`config.mk`:
```
export PLATFORM = sky130hd
export DESIGN_NAME = bpio_port
export DESIGN_NICKNAME = d
export VERILOG_FILES = /design/src/rtl/bpio_pkg.sv /design/src/rtl/bpio_regs.sv /design/src/rtl/bpio_match.sv /design/src/rtl/bpio_readmux.sv /design/src/rtl/bpio_port.sv
export SDC_FILE = /design/constraint.sdc
export NUM_CORES = 1
export LEC_CHECK = 0
export CELL_PAD_IN_SITES_DETAIL_PLACEMENT = 0
export CELL_PAD_IN_SITES_GLOBAL_PLACEMENT = 2
export CORE_ASPECT_RATIO = 1.4
export CORE_UTILIZATION = 31
export DETAILED_ROUTE_END_ITERATION = 7
export PLACE_DENSITY = 0.83
export RECOVER_POWER = 50
export SYNTH_ARGS = -nofsm -noshare
export SYNTH_HDL_FRONTEND = slang
export SYNTH_HIERARCHICAL = 1
export SYNTH_SLANG_ARGS = --single-unit
```
`constraint.sdc`:
```
create_clock -name clk -period 2.1 [get_ports clk]
set_input_delay 0.42 -clock clk [delete_from_list [all_inputs] [get_ports clk]]
set_output_delay 0.42 -clock clk [all_outputs]
set_load 0.02 [all_outputs]
```
`src/rtl/bpio_pkg.sv`:
```
package bpio_pkg;
  localparam logic [1:0] OFS_DATA = 2'd0;
  localparam logic [1:0] OFS_DIR  = 2'd1;
  localparam logic [1:0] OFS_MASK = 2'd2;
  localparam logic [1:0] OFS_CTRL = 2'd3;
  localparam int AUX_W = 2;

  typedef enum logic [1:0] {
    FN_AND  = 2'b00,
    FN_OR   = 2'b01,
    FN_NAND = 2'b10,
    FN_NOR  = 2'b11
  } match_fn_e;

  typedef struct packed {
    logic [AUX_W-1:0] aux_val;
    logic [AUX_W-1:0] aux_dir;
    logic             rsvd;
    logic             irq_en;
    match_fn_e        fn;
  } ctrl_t;
endpackage

```
`src/rtl/bpio_regs.sv`:
```
module bpio_regs
  import bpio_pkg::*;
#(
  parameter int PORT_W = 8
) (
  input  logic              clk,
  input  logic              rst,
  input  logic              wr_en,
  input  logic [1:0]        addr,
  input  logic [PORT_W-1:0] wr_data,
  output logic [PORT_W-1:0] dir_q,
  output logic [PORT_W-1:0] latch_q,
  output logic [PORT_W-1:0] mask_q,
  output ctrl_t             ctrl_q
);
  ctrl_t ctrl_wr;

  always_comb begin
    ctrl_wr      = ctrl_t'(wr_data[7:0]);
    ctrl_wr.rsvd = 1'b0;
  end

  always_ff @(posedge clk) begin
    if (rst) begin
      dir_q   <= '0;
      latch_q <= '0;
      mask_q  <= '0;
      ctrl_q  <= '0;
    end else if (wr_en) begin
      case (addr)
        OFS_DATA: latch_q <= (latch_q & ~dir_q) | (wr_data & dir_q);
        OFS_DIR:  dir_q   <= wr_data;
        OFS_MASK: mask_q  <= wr_data;
        default:  ctrl_q  <= ctrl_wr;
      endcase
    end
  end
endmodule

```
`src/rtl/bpio_match.sv`:
```
module bpio_match
  import bpio_pkg::*;
#(
  parameter int PORT_W = 8
) (
  input  logic [PORT_W-1:0] lines,
  input  logic [PORT_W-1:0] mask,
  input  match_fn_e         fn,
  output logic              hit
);
  logic [PORT_W-1:0] and_term;
  logic [PORT_W-1:0] or_term;

  for (genvar i = 0; i < PORT_W; i++) begin : g_bit
    assign and_term[i] = mask[i] ? lines[i] : 1'b1;
    assign or_term[i]  = mask[i] & lines[i];
  end

  logic all_set;
  logic any_set;
  assign all_set = &and_term;
  assign any_set = |or_term;

  always_comb begin
    case (fn)
      FN_AND:  hit = all_set;
      FN_OR:   hit = any_set;
      FN_NAND: hit = ~all_set;
      default: hit = ~any_set;
    endcase
  end
endmodule

```
`src/rtl/bpio_readmux.sv`:
```
module bpio_readmux
  import bpio_pkg::*;
#(
  parameter int PORT_W = 8
) (
  input  logic              clk,
  input  logic              rst,
  input  logic              rd_en,
  input  logic [1:0]        addr,
  input  logic [PORT_W-1:0] line_val,
  input  logic [PORT_W-1:0] dir_q,
  input  logic [PORT_W-1:0] mask_q,
  input  ctrl_t             ctrl_q,
  input  logic [AUX_W-1:0]  aux_in,
  output logic [PORT_W-1:0] rd_data,
  output logic              rd_valid
);
  localparam int PAD_W = PORT_W - 8;

  logic [AUX_W-1:0]  aux_merged;
  logic [PORT_W-1:0] ctrl_view;
  logic [PORT_W-1:0] sel;

  assign aux_merged = (aux_in & ~ctrl_q.aux_dir) | (ctrl_q.aux_val & ctrl_q.aux_dir);

  if (PAD_W > 0) begin : g_pad
    assign ctrl_view = {{PAD_W{1'b0}}, aux_merged, ctrl_q[5:0]};
  end else begin : g_nopad
    assign ctrl_view = {aux_merged, ctrl_q[5:0]};
  end

  always_comb begin
    case (addr)
      OFS_DATA: sel = line_val;
      OFS_DIR:  sel = dir_q;
      OFS_MASK: sel = mask_q;
      default:  sel = ctrl_view;
    endcase
  end

  always_ff @(posedge clk) begin
    if (rst) begin
      rd_data  <= '0;
      rd_valid <= 1'b0;
    end else begin
      rd_valid <= rd_en;
      if (rd_en) rd_data <= sel;
    end
  end
endmodule

```
`src/rtl/bpio_port.sv`:
```
module bpio_port
  import bpio_pkg::*;
#(
  parameter int PORT_W = 8
) (
  input  logic              clk,
  input  logic              rst,
  input  logic [1:0]        cpu_addr,
  input  logic              cpu_wr,
  input  logic [PORT_W-1:0] cpu_wdata,
  input  logic              cpu_rd,
  output logic [PORT_W-1:0] cpu_rdata,
  output logic              cpu_rvalid,
  input  logic [PORT_W-1:0] pin_in,
  output logic [PORT_W-1:0] pin_out,
  output logic [PORT_W-1:0] pin_oe,
  input  logic [1:0]        aux_in,
  output logic [1:0]        aux_out,
  output logic [1:0]        aux_oe,
  output logic              irq
);
  logic [PORT_W-1:0] dir_q;
  logic [PORT_W-1:0] latch_q;
  logic [PORT_W-1:0] mask_q;
  ctrl_t             ctrl_q;
  logic [PORT_W-1:0] line_val;
  logic              hit;
  logic              irq_q;

  bpio_regs #(.PORT_W(PORT_W)) regs_i (
    .clk     (clk),
    .rst     (rst),
    .wr_en   (cpu_wr),
    .addr    (cpu_addr),
    .wr_data (cpu_wdata),
    .dir_q   (dir_q),
    .latch_q (latch_q),
    .mask_q  (mask_q),
    .ctrl_q  (ctrl_q)
  );

  // inputs follow the pins, outputs follow the latch
  assign line_val = (pin_in & ~dir_q) | (latch_q & dir_q);

  bpio_match #(.PORT_W(PORT_W)) match_i (
    .lines (line_val),
    .mask  (mask_q),
    .fn    (ctrl_q.fn),
    .hit   (hit)
  );

  bpio_readmux #(.PORT_W(PORT_W)) rmux_i (
    .clk      (clk),
    .rst      (rst),
    .rd_en    (cpu_rd),
    .addr     (cpu_addr),
    .line_val (line_val),
    .dir_q    (dir_q),
    .mask_q   (mask_q),
    .ctrl_q   (ctrl_q),
    .aux_in   (aux_in),
    .rd_data  (cpu_rdata),
    .rd_valid (cpu_rvalid)
  );

  always_ff @(posedge clk) begin
    if (rst) irq_q <= 1'b0;
    else     irq_q <= ctrl_q.irq_en & hit;
  end

  assign irq     = irq_q;
  assign pin_out = latch_q;
  assign pin_oe  = dir_q;
  assign aux_out = ctrl_q.aux_val;
  assign aux_oe  = ctrl_q.aux_dir;
endmodule

```
==> results <==
[cell usage after synthesis, drive strengths merged]
cell / count / share of area (%)
clkbuf: 4 / 0.68
dfxtp: 41 / 37
mux4: 6 / 6.5
and3b: 2 / 0.80
a21oi: 2 / 0.46
o21a: 1 / 0.34
nand3: 2 / 1.0
conb: 1 / 0.17
and4bb: 8 / 4.6
o21ai: 4 / 0.91
mux2: 8 / 5.5
nor2: 8 / 1.4
a31o: 1 / 0.40
nor3b: 1 / 0.34
nor2b: 4 / 1.1
nand4: 1 / 0.28
a222oi: 1 / 0.46
inv: 5 / 0.85
xnor2: 1 / 0.40
nand3b: 2 / 0.85
nand2b: 39 / 11
a2111oi: 1 / 0.68
a32oi: 1 / 0.40
a22oi: 4 / 1.4
mux2i: 41 / 19
buf: 10 / 3.5
[area by class of cell]
| class | count | area [sq um] | share of cell area [%] |
|---|---|---|---|
| clock buffers | 6 | 82.6 | 2.81 |
| multi-input cells | 139 | 1250 | 42.7 |
| clock inverters | 2 | 37.5 | 1.28 |
| flip-flops and latches | 41 | 821 | 27.9 |
| inverters | 5 | 18.8 | 0.638 |
| repair buffers | 62 | 608 | 20.7 |
| well taps | 95 | 119 | 4.04 |
[cells by family after synthesis]
family	count (synthesis)	share of synthesized area (%)
AO/OA/AOI/OAI	15	5.01
XOR/XNOR	1	0.398
buffers and inverters	19	5.01
flip-flops	41	37.3
multiplexers	55	30.6
other	1	0.171
AND/OR/NAND/NOR	67	21.5
[metal layers]
metal | GRT usage (%) | routed length (um)
met1 | 19.3 | 2350
met2 | 23.4 | 2530
met3 | 2.39 | 119
met4 | 5.43 | 88
met5 | 0 | 0
[per-stage QoR]
step / utilization [%] / setup WS, ns / hold slack (ns) / std cells / total power [uW]
2_1_floorplan: - / 0.485 / 0.458 / 199 / 1010
3_3_place_gp: 41.3 / 0.0894 / 0.476 / 342 / 1140
3_5_place_dp: 41.3 / 0.0862 / 0.483 / 342 / 1140
4_1_cts: 43.1 / 0.274 / 0.499 / 350 / 1810
5_1_grt: 42.7 / 0.122 / 0.519 / 350 / 1870
6_report: 42.7 / 0.212 / 0.494 / 350 / 1780
[worst max-delay path by stage]
stage	depth (start not counted)	end	slack, ns	from
global route	5	rmux_i/rd_data[1]	0.12	cpu_addr[0]
finish	5	rmux_i/rd_data[1]	0.21	cpu_addr[0]
global placement	7	irq	0.09	pin_in[5]
detailed placement	7	irq	0.09	pin_in[2]
CTS	1	pin_oe[6]	0.27	regs_i/dir_q[6]
floorplan	6	irq	0.48	regs_i/dir_q[5]
[placed cells by master, fill, tap and decap left out, types with 3 or more instances in the layout]
cell type / n
nor2_1: 8
mux2_4: 8
buf_4: 3
clkbuf_1: 4
mux2i_1: 41
nand2b_1: 39
dlygate4sd3_1: 11
a22oi_1: 4
nor2b_1: 4
clkdlybuf4s50_1: 42
mux4_2: 4
and4bb_1: 8
inv_1: 5
dfxtp_1: 41
o21ai_0: 4
clkbuf_8: 6
[critical path, stage by stage]
cell and delay [ns]:
dlygate4sd3_1 0.55, clkbuf_1 0.26, mux4_1 0.64, mux2i_1 0.15, nor2_1 0.05
[where the power goes]
part	internal [uW]	switching [uW]	total, uW
registers	802	22.5	824
logic	160	122	281
clock network	387	289	676
total	1350	433	1780
==> out/qor.csv <==
metric,value,unit
diodes,0,
drive_above_1_share,11.0,%
hold_viol_final,0,
grt_start_max_net_pins,50,
r2r_cells,6,
ys_ff_latch,41,
timing.final.crit_period,1.89,ns
grt_pass1_wl,8.05,mm
clk_latency,0.30,ns
powerDensity,606,nW/um^2
remaining_drc_errors,0,
cts_tree,done,
syn_inst,199,
run_status,completed,
netlist_area,2200,sq um
fin_skew,0.00732,ns
cts.sinks,41,
synth_nets,223,
hold_path_depth,2,
min_path_type,register to register,
end_kind,register,
first_global_vias,1535,
wl_per_cell,14.5,um
cp.arrival,2.07,ns
drt-pass1-iter-count,4,
dp_hpwl,3.64,mm
syn-mean-instance-area,11.0,sq um
ff2ff_setup_slack,0.43,ns
dpl_cell_area,2850,sq um
grt_setup_unrepaired,no,
cts_root_buffer,clkbuf_8,
ios,54,
p_leak,0.00121,uW
die_h,102,um
r2r-end,irq,
clk_pin_slew_worst_paths,0.07,ns
finalSetupViolations,0,
post_cts_resized,0,
synth_warnings,6,
via_per_inst,4.63,
max_cap_viol_count,0,
fin_area,2940,sq um
fill_cells,671,
wirelength,5.09,mm
tns,0,ns
yosysSeqAreaShare,37.3,%
cp_max_fo,4,
synthDistinctLibCells,31,
dieArea,7440,sq um
relSlewSlack,62.9,%
hold_path.startpoint,rmux_i/rd_data[1],
cts_buffers,5,
max_freq,0.530,GHz
drv_slew,0,
htree_num_levels,2,
num_rows,36,
critPathKind,input port to register,
start_util,31.9,%
holdPathEnd,rmux_i/rd_data[1],
io_buffers,53,
num-nets-final,278,
tightest_slew,0.555,ns
layout_worst_path_cycle_share,89.9,%
core,6890,sq um
clock_tree.buffer_depth,2,
grt_overflow_total,0,
antenna_found_initial,0,
num_vias,1620,
area_delta_synth_final,33.8,%
vdd.ir_drop.worst,0.289,mV
track_usage,14.5,%
crit_path_start_kind,input port,
r2r-start,regs_i/dir_q[7],
drt_iter0_markers,76,
post-cts-setup-buffer-count,0,
globalplace.congestion,0.788,
die_w,73.2,um
cts_hold_buffers,0,
worst_ep_required_time,2.29,ns
ant_nets,0,
Note: power is estimated with default switching activity, not from simulation.
